<file path="config.mk">
export PLATFORM = sky130hd
export DESIGN_NAME = seqdiv_top
export DESIGN_NICKNAME = d
export VERILOG_FILES = /design/src/rtl/seqdiv_pkg.sv /design/src/rtl/seqdiv_prep.sv /design/src/rtl/seqdiv_iter.sv /design/src/rtl/seqdiv_post.sv /design/src/rtl/seqdiv_top.sv
export SDC_FILE = /design/constraint.sdc
export NUM_CORES = 1
export LEC_CHECK = 0
export ABC_AREA = 1
export BUFFER_PORTS_ARGS = -buffer_cell sky130_fd_sc_hd__buf_2
export CORE_UTILIZATION = 32
export DETAILED_ROUTE_END_ITERATION = 16
export GPL_ROUTABILITY_DRIVEN = 0
export PLACE_DENSITY = 0.53
export SLEW_MARGIN = 20
export SYNTH_ARGS = -nofsm -noshare
export SYNTH_HDL_FRONTEND = slang
export SYNTH_HIERARCHICAL = 1
export SYNTH_SLANG_ARGS = --single-unit
</file>
<file path="constraint.sdc">
create_clock -name clk -period 4.74 [get_ports clk]
set_clock_uncertainty 0.1 [all_clocks]
set_input_delay 0 -clock clk [delete_from_list [all_inputs] [get_ports clk]]
set_output_delay 0 -clock clk [all_outputs]
set_load 0.01 [all_outputs]
</file>
<file path="src/rtl/seqdiv_pkg.sv">
package seqdiv_pkg;
   // Magnitude and sign information produced by operand conditioning
   typedef struct packed {
      logic neg_n;    // dividend negative (signed mode only)
      logic neg_d;    // divisor negative (signed mode only)
      logic d_zero;   // divisor is zero
      logic hi_ovf;   // upper magnitude word >= divisor magnitude
   } seqdiv_flags_t;
endpackage

</file>
<file path="src/rtl/seqdiv_prep.sv">
module seqdiv_prep #(
   parameter int DW = 16
) (
   input  logic               signed_op,
   input  logic               long_mode,
   input  logic [DW-1:0]      dvd_hi,
   input  logic [DW-1:0]      dvd_lo,
   input  logic [DW-1:0]      dvs,
   output logic [2*DW-1:0]    mag_n,
   output logic [DW-1:0]      mag_d,
   output seqdiv_pkg::seqdiv_flags_t flags
);
   localparam int NW = 2 * DW;

   logic [NW-1:0] ext_n;
   logic          sfill;

   generate
      if (DW < 2) begin : g_bad_width
         $error("seqdiv_prep: DW must be at least 2");
      end
   endgenerate

   always_comb begin
      sfill = signed_op & dvd_lo[DW-1];
      if (long_mode) ext_n = {dvd_hi, dvd_lo};
      else           ext_n = {{DW{sfill}}, dvd_lo};
      flags.neg_n  = signed_op & ext_n[NW-1];
      flags.neg_d  = signed_op & dvs[DW-1];
      mag_n        = flags.neg_n ? (~ext_n + 1'b1) : ext_n;
      mag_d        = flags.neg_d ? (~dvs + 1'b1) : dvs;
      flags.d_zero = (dvs == '0);
      flags.hi_ovf = (mag_n[NW-1:DW] >= mag_d);
   end
endmodule

</file>
<file path="src/rtl/seqdiv_iter.sv">
module seqdiv_iter #(
   parameter int DW = 16
) (
   input  logic            clk,
   input  logic            rst_n,
   input  logic            load,
   input  logic [2*DW-1:0] mag_n,
   input  logic [DW-1:0]   mag_d,
   output logic            active,
   output logic            fin,
   output logic [DW-1:0]   q_mag,
   output logic [DW-1:0]   r_mag
);
   localparam int CW = $clog2(DW + 1);

   logic [CW-1:0] cnt;
   logic [DW-1:0] dreg;
   logic [DW-1:0] rreg;
   logic [DW-1:0] qreg;
   logic [DW:0]   trial;
   logic [DW:0]   diff;
   logic          fits;

   generate
      if (CW < 1) begin : g_bad_cnt
         $error("seqdiv_iter: counter width must be positive");
      end
   endgenerate

   // One restoring step: shift the next dividend bit in, subtract when it fits
   always_comb begin
      trial = {rreg, qreg[DW-1]};
      diff  = trial - {1'b0, dreg};
      fits  = (trial >= {1'b0, dreg});
   end

   always_ff @(posedge clk or negedge rst_n) begin
      if (!rst_n) begin
         cnt    <= '0;
         dreg   <= '0;
         rreg   <= '0;
         qreg   <= '0;
         active <= 1'b0;
         fin    <= 1'b0;
      end else begin
         fin <= 1'b0;
         if (load) begin
            rreg   <= mag_n[2*DW-1:DW];
            qreg   <= mag_n[DW-1:0];
            dreg   <= mag_d;
            cnt    <= CW'(DW);
            active <= 1'b1;
         end else if (active) begin
            rreg <= fits ? diff[DW-1:0] : trial[DW-1:0];
            qreg <= {qreg[DW-2:0], fits};
            cnt  <= cnt - 1'b1;
            if (cnt == CW'(1)) begin
               active <= 1'b0;
               fin    <= 1'b1;
            end
         end
      end
   end

   assign q_mag = qreg;
   assign r_mag = rreg;

   AST_CNT_RANGE: assert property (@(posedge clk) disable iff (!rst_n)
      cnt <= CW'(DW));
   AST_FIN_PULSE: assert property (@(posedge clk) disable iff (!rst_n)
      fin |=> !fin);
   AST_FIN_AFTER_RUN: assert property (@(posedge clk) disable iff (!rst_n)
      $rose(fin) |-> $past(active));
endmodule

</file>
<file path="src/rtl/seqdiv_post.sv">
module seqdiv_post #(
   parameter int DW = 16
) (
   input  logic                      signed_op,
   input  seqdiv_pkg::seqdiv_flags_t flags,
   input  logic [DW-1:0]             q_mag,
   input  logic [DW-1:0]             r_mag,
   output logic [DW-1:0]             quot,
   output logic [DW-1:0]             rem,
   output logic                      div_zero,
   output logic                      ovf
);
   logic neg_q;
   logic range_bad;

   always_comb begin
      neg_q = flags.neg_n ^ flags.neg_d;
      quot  = neg_q ? (~q_mag + 1'b1) : q_mag;
      rem   = flags.neg_n ? (~r_mag + 1'b1) : r_mag;
      if (!signed_op)  range_bad = 1'b0;
      else if (neg_q)  range_bad = q_mag[DW-1] & (|q_mag[DW-2:0]);
      else             range_bad = q_mag[DW-1];
      div_zero = flags.d_zero;
      ovf      = !flags.d_zero & (flags.hi_ovf | range_bad);
   end
endmodule

</file>
<file path="src/rtl/seqdiv_top.sv">
module seqdiv_top #(
   parameter int DW = 16
) (
   input  logic          clk,
   input  logic          rst_n,
   input  logic          start,
   input  logic          signed_op,
   input  logic          long_mode,
   input  logic [DW-1:0] dvd_hi,
   input  logic [DW-1:0] dvd_lo,
   input  logic [DW-1:0] dvs,
   output logic          busy,
   output logic          done,
   output logic [DW-1:0] quot,
   output logic [DW-1:0] rem,
   output logic          div_zero,
   output logic          ovf
);
   import seqdiv_pkg::*;

   logic [2*DW-1:0] mag_n;
   logic [DW-1:0]   mag_d;
   seqdiv_flags_t   flags_in;
   seqdiv_flags_t   flags_l;
   logic            sgn_l;
   logic [DW-1:0]   dvs_l;
   logic            accept;
   logic            active;
   logic            fin;
   logic [DW-1:0]   q_mag;
   logic [DW-1:0]   r_mag;
   logic [DW-1:0]   quot_c;
   logic [DW-1:0]   rem_c;
   logic            dz_c;
   logic            ovf_c;

   assign busy   = active | fin;
   assign accept = start & !busy;

   seqdiv_prep #(.DW(DW)) u_prep (
      .signed_op (signed_op),
      .long_mode (long_mode),
      .dvd_hi    (dvd_hi),
      .dvd_lo    (dvd_lo),
      .dvs       (dvs),
      .mag_n     (mag_n),
      .mag_d     (mag_d),
      .flags     (flags_in)
   );

   seqdiv_iter #(.DW(DW)) u_iter (
      .clk    (clk),
      .rst_n  (rst_n),
      .load   (accept),
      .mag_n  (mag_n),
      .mag_d  (mag_d),
      .active (active),
      .fin    (fin),
      .q_mag  (q_mag),
      .r_mag  (r_mag)
   );

   seqdiv_post #(.DW(DW)) u_post (
      .signed_op (sgn_l),
      .flags     (flags_l),
      .q_mag     (q_mag),
      .r_mag     (r_mag),
      .quot      (quot_c),
      .rem       (rem_c),
      .div_zero  (dz_c),
      .ovf       (ovf_c)
   );

   // Operand context captured at acceptance
   always_ff @(posedge clk or negedge rst_n) begin
      if (!rst_n) begin
         flags_l <= '0;
         sgn_l   <= 1'b0;
         dvs_l   <= '0;
      end else if (accept) begin
         flags_l <= flags_in;
         sgn_l   <= signed_op;
         dvs_l   <= dvs;
      end
   end

   // Result registers, loaded once per operation
   always_ff @(posedge clk or negedge rst_n) begin
      if (!rst_n) begin
         done     <= 1'b0;
         quot     <= '0;
         rem      <= '0;
         div_zero <= 1'b0;
         ovf      <= 1'b0;
      end else begin
         done <= fin;
         if (fin) begin
            quot     <= quot_c;
            rem      <= rem_c;
            div_zero <= dz_c;
            ovf      <= ovf_c;
         end
      end
   end

   AST_DONE_PULSE: assert property (@(posedge clk) disable iff (!rst_n)
      done |=> !done);
   AST_DONE_NOT_BUSY: assert property (@(posedge clk) disable iff (!rst_n)
      done |-> !busy);
   AST_BUSY_UNTIL_DONE: assert property (@(posedge clk) disable iff (!rst_n)
      $fell(busy) |-> done);
   AST_START_IGNORED: assert property (@(posedge clk) disable iff (!rst_n)
      (busy && start) |=> $stable(dvs_l) && $stable(sgn_l));
   AST_DZ_FLAG: assert property (@(posedge clk) disable iff (!rst_n)
      done |-> (div_zero == (dvs_l == '0)));
   AST_DZ_NO_OVF: assert property (@(posedge clk) disable iff (!rst_n)
      (done && div_zero) |-> !ovf);
   AST_NO_OVERFLOW: assert property (@(posedge clk) disable iff (!rst_n)
      (done && !ovf && !div_zero && !sgn_l) |-> (rem < dvs_l));
   AST_HOLD_QUOT: assert property (@(posedge clk) disable iff (!rst_n)
      !$stable(quot) |-> done);
   AST_HOLD_REM: assert property (@(posedge clk) disable iff (!rst_n)
      !$stable(rem) |-> done);
endmodule

</file>
==> Word-level counts from Yosys, hierarchy flattened <==
Cells that the tools add are included.
{ "word_totals": {"input_bits": 53, "word_cells": 63, "out_inout_bits": 36, "register_bits": 95} }
{ "classes": {"muxes": 20, "order_cmp": 2, "n_reduce_logical": 5, "add_sub_neg": 6, "bitwise_logic": 13, "eq_ne": 1} }
{ "op_table": {"columns": ["cell", "count"], "rows": [
  ["16-bit 2-to-1 mux", 8],
  ["32-bit 2-to-1 mux", 2],
  ["16-bit by 1-bit adder with 16-bit output, second input constant", 3],
  ["16-bit NOT", 3],
  ["32-bit by 1-bit adder with 32-bit output, second input constant", 1],
  ["32-bit NOT", 1],
  ["17-bit by 16-bit >= comparator with 1-bit output", 1],
  ["16-bit >= comparator", 1],
  ["16-bit logical NOT", 1],
  ["16-bit subtractor", 1],
  ["15-bit OR reduction", 1],
  ["5-bit 2-to-1 mux", 2],
  ["1-bit 2-to-1 mux", 8],
  ["1-bit AND", 6],
  ["5-bit by 1-bit equality test with 1-bit output, second input constant", 1],
  ["5-bit by 1-bit subtractor with 5-bit output, second input constant", 1],
  ["1-bit logical NOT", 2],
  ["1-bit OR", 2],
  ["2-bit nonzero test", 1],
  ["1-bit XOR", 1]
]} }

==> Longest topological paths before layout <==
{ "logic_depth": {"ltp_word": 6, "depth_mapped": 22} }

==> Modules after synthesis <==
Netlist, hierarchy kept.
{ "by_module_without_submodules": {"columns": ["module", "area_each_um2", "cells_per_inst", "seq_area_each_um2", "n_inst"], "rows": [
  ["seqdiv_iter", 3418.3, 461, 1376.3, 1],
  ["seqdiv_prep", 1889.3, 354, 0.0, 1],
  ["seqdiv_top", 1562.7, 168, 1001.0, 1],
  ["seqdiv_post", 1013.5, 188, 0.0, 1]
]} }

==> Least setup slack after synthesis <==
Ideal clock, no wire load.
{ "synth_path": {"kind": "input port to flip-flop", "startpoint": "in dvd_lo[0]", "endpoint": "reg flags_l[0] in the netlist's numbering", "arrival_time_ps": 1860, "cell_stages": 18, "slack_ps": 2663, "path_cell_list": "inv_1 > ha_1 > nand2_1 > nor2_2 > nand3_1 > o21bai_4 > buf_6 > nand2_1 > xor2_1 > ha_1 > nand4_1 > inv_1 > nand2_1 > o211ai_1 > nand2_1 > nand3_1 > nand3_1 > nand2_1"} }
{ "synth_lines": {"columns": ["item", "line", "source"], "rows": [
  ["start, declared", "seqdiv_top.sv:10", "input logic [DW-1:0] dvd_lo,"],
  ["end signal, assigned", "seqdiv_top.sv:81", "flags_l <= flags_in;"],
  ["end, declared", "seqdiv_top.sv:24", "seqdiv_flags_t flags_l;"]
]} }

==> reports/results.md <==
| Item | This run |
|---|---|
| Synthesized netlist net count | 1,263 |
| Max_slew headroom | 47.92% |
| Violations in the final reports | design-rule violations |
| Worst ir drop on vdd | 0.0002048 V |
| Total global routing overflow | 0 |
| Number of distinct library cells after synthesis | 47 |
| Detailed placement HPWL | 16,980 µm |
| Overall track demand over capacity in global routing | 17.38% |
| Per-cell routed wire length | 13.65 µm |
| Total Die Area | 0.02527 mm² |
| Placeable Area | 0.02425 mm² |
| Number of flops mapped to enable cells by yosys | 0 |
| Area delta synth->final | 14.97% |
| Static power due to leakage | 4.795 nW |
| Maximum capacitance violations | 0 |
| Antenna Nets Post-Route | 0 |
| Maximum number of pins on one net before global-route repair | 70 |
| Kind of critical path | in -> reg |
| Number of H-tree branching levels | 3 |
| Slowest Stage Delay on Critical Path | 0.51 ns |
| Via/cell ratio | 4.640 |
| Final Hold Violating Endpoints | 0 |
| Global-route wire length before repair | 35,390 µm |
| Width of the die | 159.0 µm |
| HP Class | in -> reg |
| Final wirelength | 21,730 µm |
| Cells after synthesis | 1,171 |
| Final worst path period share | 62.11% |
| Residual DRC | 1 |
| Total clock buffers created by CTS | 9 |
| Arrival time of the worst setup path | 3.09 ns |
| Cell taking the most area after synthesis | dfrtp_1 |
| Max FO, Critical Path | 31 |
| Kind of end point of the critical path | register |
| Sequential area share after synthesis | 30.15% |
| Min Tclk post-route | 2.944 ns |
| Number of global-route vias before repair | 6,704 |
| Post-CTS Resized | 0 |
| Detailed Route Iter0 Violations | 463 |
| Top-count cell post-synth | nand2_1 |
| Run status | complete, but fails checks |
| I/O pin count | 89 |
| Fill cell total of the finished layout | 2,652 |
| Clock tree from TritonCTS | done |
| Most instantiated flip-flop cell in the synthesis netlist | dfrtp_1 |
| Fin Setup TNS | 0 ns |
| Pre-antenna DRT Iters | 11 |
| Vias post-DR | 7,387 |
| Post-synthesis sequential element count | 95 |
| Fin. max-slew vios | 0 |
| Post-Synthesis Cell Area | 0.007884 mm² |
| Antenna Diode Count | 0 |
| Yosys top cell area share | 30.15% |
| Highest achievable clock rate | 339.6 MHz |
| Die Span Y | 159.0 µm |
| Leading cell types by count after synthesis | nand2_1 (360), inv_1 (198), dfrtp_1 (95) |
| Element type at the critical path start | primary input |
| Power, Total | 5.793 mW |
| Clk sinks | 95 |
| Starting density of the core | 32.51% |
| Cell occurring most often along the worst timing path | nand2_1 |
| Placement Rows | 57 |
| Root Driver | clkbuf_16 |
| Insertion delay to the later sink of the worst-skew pair | 0.35 ns |
| Buffers on Ports | 88 |
| CP Data Required Time | 4.88 ns |
| Pwr per Cell Area | 639.1 mW/mm² |
| Main area contributors after synthesis | dfrtp_1 (30%), nand2_1 (17%), inv_1 (9.4%) |
| Avg Synthesized Cell Area | 6.733 µm² |
| Worst slew pin tran | 0.7803 ns |
| Initial antenna violation count | 0 |
| Async set-or-reset flop fraction in the synthesized netlist | 100.0% |
| Clock transition at the register clock pins on the worst setup and hold paths after CTS | 0.07 ns |
| Pre-CTS setup slack | 1.891 ns |
| Max stage delay cell, worst path | dlygate4sd3_1 |
| Final Hold Slack | 0.01509 ns |
| Clock Tree Buf Depth | 2 |
| Critical path cell sequence | dlygate4sd3_1, buf_2, nand3_4, o21ai_2, buf_4, inv_2, o21bai_4, nand2_1, xor2_1, ha_1, nand4_1, inv_1, nand2_1, o211ai_1, nand2_1, nand3_1, nand3_1, nand2_1 |
| Layout net count | 1,355 |
| Min setup slack post-route | 1.796 ns |
| Finished Core Util | 37.38% |
| Final setup viols | 0 |
| Share of layout cells above drive strength 1 | 12.54% |
| Setup repair after global routing missed its margin | false |
| Count of synthesis-stage warnings from yosys | 6 |
==> where the power goes <==
group          internal, mW  switching [mW]
Combinational          1.29            2.19
Sequential             1.18           0.406
Clock                 0.391           0.334
Total                  2.87            2.93
==> layout by cell type, fill, tap and decap left out, drive strengths merged, types with 10 or more instances in the layout <==
cell,instances
dfrtp,95
nand3,79
a21oi,27
ha,38
o221ai,10
a22oi,14
nor2,95
nand2,374
clkbuf,11
o21ai,84
o211ai,11
dlygate4sd3,26
buf,93
xnor2,17
xor2,44
inv,207
==> layout make-up <==
class / count / area (µm²) / share of cell area, %
clock inverters: 5 / 38.79 / 0.4279
flip-flops and latches: 95 / 2379 / 26.24
inverters: 205 / 777.0 / 8.573
clock buffers: 11 / 252.7 / 2.789
well taps: 324 / 405.4 / 4.473
multi-input cells: 833 / 4471 / 49.32
repair buffers: 119 / 740.7 / 8.172
==> logic make-up after synthesis <==
| group | share of synthesized area, % |
|---|---|
| XOR/XNOR | 7.062 |
| flip-flops | 30.15 |
| AO/OA/AOI/OAI | 11.89 |
| AND/OR/NAND/NOR | 31.47 |
| buffers and inverters | 13.14 |
| adder cells (fa/ha/maj) | 6.285 |
==> timing repair <==
item                                   4_1_cts  5_1_grt
hold buffers                                26        0
buffers inserted                             0        0
setup endpoints to repair                    0        0
endpoints found under the hold margin       81        0
==> through the flow <==
| step | instances | area (µm²) |
|---|---|---|
| 3_3_place_gp | 1550 | 8512 |
| 2_1_floorplan | 1171 | 7884 |
| 3_5_place_dp | 1550 | 8512 |
| 4_1_cts | 1592 | 9064 |
| 6_report | 1592 | 9064 |
| 5_1_grt | 1592 | 9064 |
==> path summary, 6_finish.rpt <==
| kind | startpoint | end | slack (ns) | cells after the start |
|---|---|---|---|---|
| setup / recovery | signed_op | flags_l[0] | 1.80 | 18 |
| hold / removal | dvd_lo[1] | u_iter/q_mag[1] | 0.02 | 5 |
| setup reg to reg | u_iter/active | u_iter/q_mag[3] | 2.26 | 6 |
| hold reg to reg | u_iter/cnt[3] | u_iter/cnt[3] | 0.37 | 1 |
| max in group asynchronous | rst_n | u_iter/fin | 3.34 | 3 |
| min in group asynchronous | rst_n | quot[8] | 0.16 | 2 |
==> worst max-delay path, delay by kind of cell <==
kind,cells,cell delay [ns]
buffers and inverters,5,1.22
and+or+nand+nor,8,0.80
AOI/OAI and AO/OA,3,0.45
xor gates and xnor gates,1,0.30
adders and majority gates,1,0.30
==> registers in the layout, summed over array words and instances, names as in the netlist, 4 cells and up <==
| signal | cells |
|---|---|
| quot | 16 |
| u_iter/dreg | 16 |
| u_iter/cnt | 5 |
| rem | 16 |
| flags_l | 4 |
| u_iter/r_mag | 16 |
| u_iter/q_mag | 16 |
==> routing by layer <==
metal / wire length, µm / vias to the layer above / GRT usage [%] / share of wire [%]
li1: - / 3848 / - / -
met1: 11240 / 3346 / 26.45 / 52
met2: 9327 / 185 / 26.00 / 43
met3: 1042 / 8 / 2.501 / 4.8
met4: 118 / 0 / 3.322 / 0.54
met5: 0 / - / 0 / 0
Power figures use the tool's default switching activity.
